--- config.mk ---
export PLATFORM = sky130hd
export DESIGN_NAME = ipi_dispatch
export DESIGN_NICKNAME = d
export VERILOG_FILES = /design/src/rtl/ipi_pkg.sv /design/src/rtl/ipi_cmd_regs.sv /design/src/rtl/ipi_dest_expand.sv /design/src/rtl/ipi_busy_track.sv /design/src/rtl/ipi_dispatch.sv
export SDC_FILE = /design/constraint.sdc
export NUM_CORES = 1
export LEC_CHECK = 0
export ABC_AREA = 1
export BUFFER_PORTS_ARGS = -buffer_cell sky130_fd_sc_hd__buf_2
export CAP_MARGIN = 30
export CORE_ASPECT_RATIO = 0.5
export CORE_MARGIN = 8
export CORE_UTILIZATION = 40
export CTS_CLUSTER_DIAMETER = 50
export DETAILED_ROUTE_END_ITERATION = 8
export PLACE_DENSITY = 0.68
export SYNTH_ARGS = -nofsm -noshare
export SYNTH_HDL_FRONTEND = slang
export SYNTH_HIERARCHICAL = 1
export SYNTH_SLANG_ARGS = --single-unit
--- constraint.sdc ---
create_clock -name clk -period 6.2 [get_ports clk]
set_input_delay 0.62 -clock clk [delete_from_list [all_inputs] [get_ports clk]]
set_output_delay 0.62 -clock clk [all_outputs]
set_load 0.005 [all_outputs]
--- src/rtl/ipi_pkg.sv ---
package ipi_pkg;

    typedef enum logic [1:0] {
        SH_FIELD    = 2'd0,
        SH_SELF     = 2'd1,
        SH_ALL_INCL = 2'd2,
        SH_ALL_EXCL = 2'd3
    } shorthand_e;

    localparam logic [2:0] MODE_LOWEST = 3'd1;
    localparam logic [7:0] DEST_ALL    = 8'hFF;
    localparam int         STATUS_BIT  = 12;

    typedef struct packed {
        logic [7:0] dest;
        shorthand_e sh;
        logic       trigger;
        logic       level;
        logic       logical;
        logic [2:0] mode;
        logic [7:0] vector;
    } ipi_msg_t;

    function automatic ipi_msg_t unpack_cmd(input logic [31:0] lo, input logic [31:0] hi);
        ipi_msg_t m;
        m.vector  = lo[7:0];
        m.mode    = lo[10:8];
        m.logical = lo[11];
        m.level   = lo[14];
        m.trigger = lo[15];
        m.sh      = shorthand_e'(lo[19:18]);
        m.dest    = hi[31:24];
        return m;
    endfunction

endpackage

--- src/rtl/ipi_cmd_regs.sv ---
module ipi_cmd_regs (
    input  logic        clk,
    input  logic        rst,
    input  logic        wr_lo,
    input  logic [31:0] lo_wdata,
    input  logic        wr_hi,
    input  logic [31:0] hi_wdata,
    input  logic        busy,
    output logic        accept,
    output logic [31:0] hi_eff,
    output logic [31:0] lo_rdata,
    output logic [31:0] hi_rdata
);
    import ipi_pkg::*;

    logic [31:0] lo_q;
    logic [31:0] hi_q;

    assign accept = wr_lo && !busy;
    assign hi_eff = wr_hi ? hi_wdata : hi_q;

    always_ff @(posedge clk) begin
        if (rst) begin
            lo_q <= '0;
            hi_q <= '0;
        end else begin
            if (wr_hi)
                hi_q <= hi_wdata;
            if (accept) begin
                lo_q             <= lo_wdata;
                lo_q[STATUS_BIT] <= 1'b0;
            end
        end
    end

    always_comb begin
        lo_rdata             = lo_q;
        lo_rdata[STATUS_BIT] = busy;
    end
    assign hi_rdata = hi_q;

endmodule

--- src/rtl/ipi_dest_expand.sv ---
module ipi_dest_expand #(
    parameter int NUM_CPUS = 8
) (
    input  ipi_pkg::shorthand_e  sh,
    input  logic                 logical,
    input  logic [2:0]           mode,
    input  logic [7:0]           dest,
    input  logic [7:0]           self_id,
    output logic [NUM_CPUS-1:0]  remote_mask,
    output logic                 loop_hit,
    output logic                 unsupported
);
    import ipi_pkg::*;

    logic [NUM_CPUS-1:0]   self_oh;
    logic [NUM_CPUS-1:0]   dest_oh;
    logic [NUM_CPUS-1:0]   others;
    logic [NUM_CPUS+7:0]   dest_ext;

    always_comb begin
        for (int i = 0; i < NUM_CPUS; i++) begin
            self_oh[i] = (self_id == 8'(i));
            dest_oh[i] = (dest == 8'(i));
        end
    end

    assign others   = ~self_oh;
    assign dest_ext = {{NUM_CPUS{1'b0}}, dest};

    always_comb begin
        remote_mask = '0;
        loop_hit    = 1'b0;
        unsupported = 1'b0;
        unique case (sh)
            SH_FIELD: begin
                if (mode == MODE_LOWEST) begin
                    unsupported = 1'b1;
                end else if (logical) begin
                    remote_mask = dest_ext[NUM_CPUS-1:0];
                end else if (dest == DEST_ALL) begin
                    remote_mask = others;
                    loop_hit    = 1'b1;
                end else if (dest == self_id) begin
                    loop_hit    = 1'b1;
                end else begin
                    remote_mask = dest_oh;
                end
            end
            SH_SELF: begin
                loop_hit = 1'b1;
            end
            SH_ALL_INCL: begin
                remote_mask = others;
                loop_hit    = 1'b1;
            end
            SH_ALL_EXCL: begin
                remote_mask = others;
            end
            default: ;
        endcase
    end

endmodule

--- src/rtl/ipi_busy_track.sv ---
module ipi_busy_track #(
    parameter int NUM_CPUS = 8
) (
    input  logic                clk,
    input  logic                rst,
    input  logic                accept,
    input  logic [NUM_CPUS-1:0] remote_mask,
    input  logic                ack_in,
    output logic                busy
);
    localparam int CNT_W = $clog2(NUM_CPUS + 1);

    logic [CNT_W-1:0] pending_q;
    logic [CNT_W-1:0] load_cnt;

    always_comb begin
        load_cnt = '0;
        for (int i = 0; i < NUM_CPUS; i++)
            load_cnt = load_cnt + CNT_W'(remote_mask[i]);
    end

    always_ff @(posedge clk) begin
        if (rst) begin
            pending_q <= '0;
            busy      <= 1'b0;
        end else if (accept) begin
            pending_q <= load_cnt;
            busy      <= 1'b1;
        end else if (busy) begin
            if (pending_q == '0) begin
                busy <= 1'b0;
            end else if (ack_in) begin
                pending_q <= pending_q - 1'b1;
                if (pending_q == CNT_W'(1))
                    busy <= 1'b0;
            end
        end
    end

endmodule

--- src/rtl/ipi_dispatch.sv ---
module ipi_dispatch #(
    parameter int NUM_CPUS = 8
) (
    input  logic                clk,
    input  logic                rst,
    input  logic [7:0]          self_id,
    input  logic                wr_lo,
    input  logic [31:0]         lo_wdata,
    input  logic                wr_hi,
    input  logic [31:0]         hi_wdata,
    input  logic                ack_in,
    output logic [31:0]         lo_rdata,
    output logic [31:0]         hi_rdata,
    output logic                busy,
    output logic                out_valid,
    output logic [NUM_CPUS-1:0] out_mask,
    output logic [7:0]          out_vector,
    output logic [2:0]          out_mode,
    output logic                out_logical,
    output logic                out_level,
    output logic                out_trigger,
    output logic [7:0]          out_dest,
    output logic                loop_valid,
    output logic [7:0]          loop_vector,
    output logic [2:0]          loop_mode,
    output logic                loop_level,
    output logic                loop_trigger,
    output logic                lowpri_err
);
    import ipi_pkg::*;

    logic                accept;
    logic [31:0]         hi_eff;
    ipi_msg_t            msg_d;
    ipi_msg_t            msg_q;
    logic [NUM_CPUS-1:0] remote_mask;
    logic                loop_hit;
    logic                unsupported;

    ipi_cmd_regs u_regs (
        .clk      (clk),
        .rst      (rst),
        .wr_lo    (wr_lo),
        .lo_wdata (lo_wdata),
        .wr_hi    (wr_hi),
        .hi_wdata (hi_wdata),
        .busy     (busy),
        .accept   (accept),
        .hi_eff   (hi_eff),
        .lo_rdata (lo_rdata),
        .hi_rdata (hi_rdata)
    );

    assign msg_d = unpack_cmd(lo_wdata, hi_eff);

    ipi_dest_expand #(.NUM_CPUS(NUM_CPUS)) u_expand (
        .sh          (msg_d.sh),
        .logical     (msg_d.logical),
        .mode        (msg_d.mode),
        .dest        (msg_d.dest),
        .self_id     (self_id),
        .remote_mask (remote_mask),
        .loop_hit    (loop_hit),
        .unsupported (unsupported)
    );

    ipi_busy_track #(.NUM_CPUS(NUM_CPUS)) u_busy (
        .clk         (clk),
        .rst         (rst),
        .accept      (accept),
        .remote_mask (remote_mask),
        .ack_in      (ack_in),
        .busy        (busy)
    );

    always_ff @(posedge clk) begin
        if (rst) begin
            out_valid  <= 1'b0;
            loop_valid <= 1'b0;
            lowpri_err <= 1'b0;
            out_mask   <= '0;
            msg_q      <= '0;
        end else begin
            out_valid  <= accept && (remote_mask != '0);
            loop_valid <= accept && loop_hit;
            lowpri_err <= accept && unsupported;
            if (accept) begin
                out_mask <= remote_mask;
                msg_q    <= msg_d;
            end
        end
    end

    assign out_vector   = msg_q.vector;
    assign out_mode     = msg_q.mode;
    assign out_logical  = msg_q.logical;
    assign out_level    = msg_q.level;
    assign out_trigger  = msg_q.trigger;
    assign out_dest     = msg_q.dest;
    assign loop_vector  = msg_q.vector;
    assign loop_mode    = msg_q.mode;
    assign loop_level   = msg_q.level;
    assign loop_trigger = msg_q.trigger;

endmodule

==> out/metrics.yaml, run 1 <==
setup_path:
  required_ps: 6390
  max_stage_delay_ps: 540
  path_cells: "buf_2 > inv_1 > nand2_1 > nand2_1 > xnor2_1 > nand2_1 > nor2_1 > nand2_4 > nand3_1 > nand2_1 > nand2_1 > a21oi_2 > fa_1 > inv_1 > fa_1 > fa_1 > inv_1 > ha_1 > inv_1 > fa_1 > a21oi_1 > o21ai_0 > nand3_1 > a21oi_1"
  end_kind: "flip-flop"
  cp_data_arrival_time_ps: 5020
  start_kind: "input port"
  crit_path_top_delay_cell: "fa_1"
  critPathMaxFanout: 22
  path_class: "input port to flip-flop"
  crit_top_cell: "nand2_1"
synth:
  yosysWarningCount: 6
  syn_area_per_cell_um2: 6.79
  synthCells: 734
  synth_area_um2: 4990
  synthesis.nets: 824
timing:
  slew_headroom: 0.335
  period_needed_ps: 4830
  fin_tns_setup_ps: 0
  rsz0062_at_grt: "no"
  setup_viol: 0
  worst_pin_slew_ps: 997
  worst_slack_ps: 1370
  period_share: 0.779
  timing.fmax_mhz: 207
  clock-skew-final_ps: 6.12
  finalHoldViolations: 0
  slew_viol_final: 0
power_and_ir_drop:
  leakagePower_uw: 0.00331
  powerDensity_nw_per_um2: 264
  total_power_uw: 1630
  ir_drop_mv: 0.126
clock_tree:
  cts_sinks: 101
  post_cts_buffers: 0
  clock-root-buffer: "clkbuf_16"
  insertion_delay_ps: 340
  cts_made_buffers: 9
  cts_resized: 0
  hold_buffers: 0
  clk_pin_slew_worst_paths_ps: 70
  cts_buffer_depth: 2
  cts_htree_levels: 3
  cts_tree: "yes"
placed_design:
  hpwlAfterDp_um: 10400
  io_buffers: 186
  gp_congestion: 0.844
  post-place-ws_ps: 1010
detailed_routing:
  finalWirelength_um: 14100
  dr_total_vias: 4827
  vias_per_cell: 4.58
  ant_nets: 0
  firstDrtPassIters: 5
  drc_errors: 0
  routedWlPerCell_um: 13.4
  drtIter0Drc: 248
grt:
  grt_overflow: 0
  grt_first_pass_wirelength_um: 23100
  grt_start_max_net_pins: 70
  antenna_found_initial: 1
  grt_pass1_vias: 4602
  grtUsageTotal: 0.170
finish:
  final_common_cell: "buf_2"
  final_cell_mix: "buf_2, nor2_1, nand2_1"
  area_growth_pct: 23.6
  layout.nets: 975
  drive_gt1_frac: 0.263
  diodes: 0
job:
  cap_violations: 0
floorplanning:
  rows: 28
  io-pin-count: 188
  core_um2: 12000
  start_util: 0.416
  fp.dieH_um: 95.0
  floorplan.die_area_um2: 16500
  die_w_um: 174
status:
  status: "finished, final reports clean"
worst_hold_path:
  hold_path_class: "flip-flop to flip-flop"
## per-stage QoR
step / hold WS [ps] / cells / util / instance area, µm²
2_1_floorplan: 456 / 734 / - / 4990
3_3_place_gp: 444 / 1038 / 0.488 / 5850
3_5_place_dp: 450 / 1039 / 0.491 / 5880
4_1_cts: 461 / 1054 / 0.515 / 6160
5_1_grt: 485 / 1054 / 0.515 / 6160
6_report: 460 / 1054 / 0.515 / 6160
## worst max-delay path, delay by kind of cell
family                   cells  cell delay, ps
AO/OA/AOI/OAI                4             380
AND/OR/NAND/NOR              9            1110
adder cells (fa/ha/maj)      5            1970
XOR/XNOR                     1             160
buffers and inverters        5             760
## layer usage
layer,wire length (µm),vias up,global-route usage
met1,6410,2102,0.208
li1,-,2567,-
met3,1340,9,0.0749
met5,12,-,0
met2,6280,147,0.270
met4,97,2,0.0431
## worst paths after layout
kind / to / slack (ps) / cells after the start / start
hold / removal: u_regs/hi_rdata[23] / 460 / 2 / u_regs/hi_rdata[23]
setup reg to reg: u_busy/pending_q[2] / 2010 / 22 / u_regs/hi_rdata[25]
setup / recovery: u_busy/pending_q[2] / 1370 / 24 / wr_hi
hold reg to reg: u_regs/hi_rdata[23] / 460 / 2 / u_regs/hi_rdata[23]
## report_power, final
group	switching (µW)	total, µW	internal (µW)
combinational	209	354	145
sequential	28.7	733	704
clock	248	542	294
total	486	1630	1140
## area by class of cell
| class | count | area (µm²) |
|---|---|---|
| fillers | 1267 | 5820 |
| multi-input cells | 505 | 2380 |
| flip-flops and latches | 101 | 2020 |
| repair buffers | 190 | 981 |
| inverters | 78 | 294 |
| clock buffers | 11 | 253 |
| well taps | 165 | 206 |
| clock inverters | 4 | 32.5 |
## state kept, by name (all words and copies together) (netlist names)
register	count
loop_level	1
loop_trigger	1
out_valid	1
u_busy/busy	1
loop_vector	8
u_regs/hi_rdata	32
u_busy/pending_q	4
lowpri_err	1
loop_valid	1
loop_mode	3
out_dest	8
u_regs/lo_q	31
out_mask	8
out_logical	1
No activity file was read; power rests on OpenSTA's default activity.
==> run 2: changes to the inputs <==
- clock period: 6.2 -> 4.7 ns (I/O delays scaled with it)
==> out/metrics.yaml, run 2 (synthesis results as in run 1) <==
detailed_routing:
  firstDrtPassIters: 4
  ant_nets: 0
  drc_errors: 0
  vias_per_cell: 4.59
  dr_total_vias: 4854
  finalWirelength_um: 14300
  routedWlPerCell_um: 13.5
  drtIter0Drc: 274
clock_tree:
  cts_sinks: 101
  cts_buffer_depth: 2
  insertion_delay_ps: 330
  clock-root-buffer: "clkbuf_16"
  clk_pin_slew_worst_paths_ps: 70
  post_cts_buffers: 0
  cts_resized: 0
  cts_tree: "yes"
  hold_buffers: 0
  cts_htree_levels: 3
  cts_made_buffers: 9
timing:
  timing.fmax_mhz: 235
  fin_tns_setup_ps: 0
  period_needed_ps: 4250
  worst_slack_ps: 447
  clock-skew-final_ps: 3.89
  setup_viol: 0
  period_share: 0.905
  hold_ws_ps: 373
  rsz0062_at_grt: "no"
  worst_pin_slew_ps: 1030
  finalHoldViolations: 0
  slew_viol_final: 0
  slew_headroom: 0.312
finish:
  final_cell_mix: "buf_2, nor2_1, nand2_1"
  drive_gt1_frac: 0.265
  layout.nets: 979
  final_common_cell: "buf_2"
  area_growth_pct: 24.3
  final_util: 0.517
  largest_reg_flops: 32
  diodes: 0
floorplanning:
  core_um2: 12000
  start_util: 0.416
  floorplan.die_area_um2: 16500
  rows: 28
  io-pin-count: 188
  fp.dieH_um: 95.0
  die_w_um: 174
setup_path:
  reg2reg_slack_ps: 580
  critPathMaxFanout: 9
  required_ps: 4890
  start_kind: "input port"
  end_kind: "flip-flop"
  cp_data_arrival_time_ps: 4440
  path_class: "input port to flip-flop"
status:
  status: "finished, final reports clean"
power_and_ir_drop:
  ir_drop_mv: 0.195
  leakagePower_uw: 0.00333
  powerDensity_nw_per_um2: 347
grt:
  grt_start_max_net_pins: 42
  grtUsageTotal: 0.168
  grt_overflow: 0
  antenna_found_initial: 0
  grt_pass1_vias: 4624
  grt_first_pass_wirelength_um: 23000
placed_design:
  post-place-ws_ps: 81.7
  io_buffers: 186
  hpwlAfterDp_um: 10700
  gp_congestion: 0.816
job:
  cap_violations: 0
worst_hold_path:
  hold_path_class: "input port to flip-flop"
==> run 2: cell count changes in the layout (fill, tap and decap cells not counted) <==
cell      before  now
clkinv_4       1    0
inv_6          1    2
buf_12         0    1
buf_4          3    6
clkbuf_8       2    1
clkbuf_1       0    1
==> run 2: stage by stage <==
| stage | total power (µW) | cells | cell area, µm² |
|---|---|---|---|
| floorplan | 1300 | 734 | 4990 |
| global placement | 1450 | 1042 | 5890 |
| detailed placement | 1470 | 1043 | 5920 |
| CTS | 2180 | 1058 | 6200 |
| global route | 2290 | 1058 | 6200 |
| finish | 2150 | 1058 | 6200 |
==> run 2: layer usage <==
metal  global-route usage  wire length [µm]  vias up
li1                     -                 -     2578
met1                0.206              6640     2142
met2                0.274              6290      130
met3               0.0761              1350        4
met4               0.0276                41        0
met5                    0                 0        -
==> run 2: cell type report <==
class / count / area [µm²]
Clock buffer: 11 / 243
Clock inverter: 4 / 32.5
Fill cell: 1249 / 5780
Inverter: 78 / 294
Multi-Input combinational cell: 505 / 2380
Sequential cell: 101 / 2020
Tap cell: 165 / 206
Timing Repair Buffer: 194 / 1020
==> run 2: worst paths after layout <==
kind              cells past startpoint           startpoint                  end
setup reg to reg                     24  u_regs/hi_rdata[24]  u_busy/pending_q[2]
setup / recovery                     27                wr_hi  u_busy/pending_q[2]
hold / removal                        3         hi_wdata[16]  u_regs/hi_rdata[16]
hold reg to reg                       2  u_regs/hi_rdata[23]  u_regs/hi_rdata[23]
==> run 2: critical path, stage by stage <==
cell and delay (ps):
buf_2 110, inv_1 50, buf_4 160, nand2_1 70, nand2_1 150, inv_1 130, nand2_1 60, nand2_1 60
nand2_1 50, nor2_1 190, nand2_4 110, nand3_1 80, nand2_1 50, nand2_1 70, a21oi_2 80, fa_1 550
inv_1 50, fa_1 490, fa_1 410, inv_1 60, ha_1 160, inv_1 60, fa_1 370, a21oi_1 150
o21ai_0 100, nand3_1 90, a21oi_1 60
==> run 2: where the power goes <==
group	leakage (µW)	switching [µW]	internal [µW]
Clock	0.000129	331	375
Combinational	0.00236	279	195
Sequential	0.000836	39.3	929
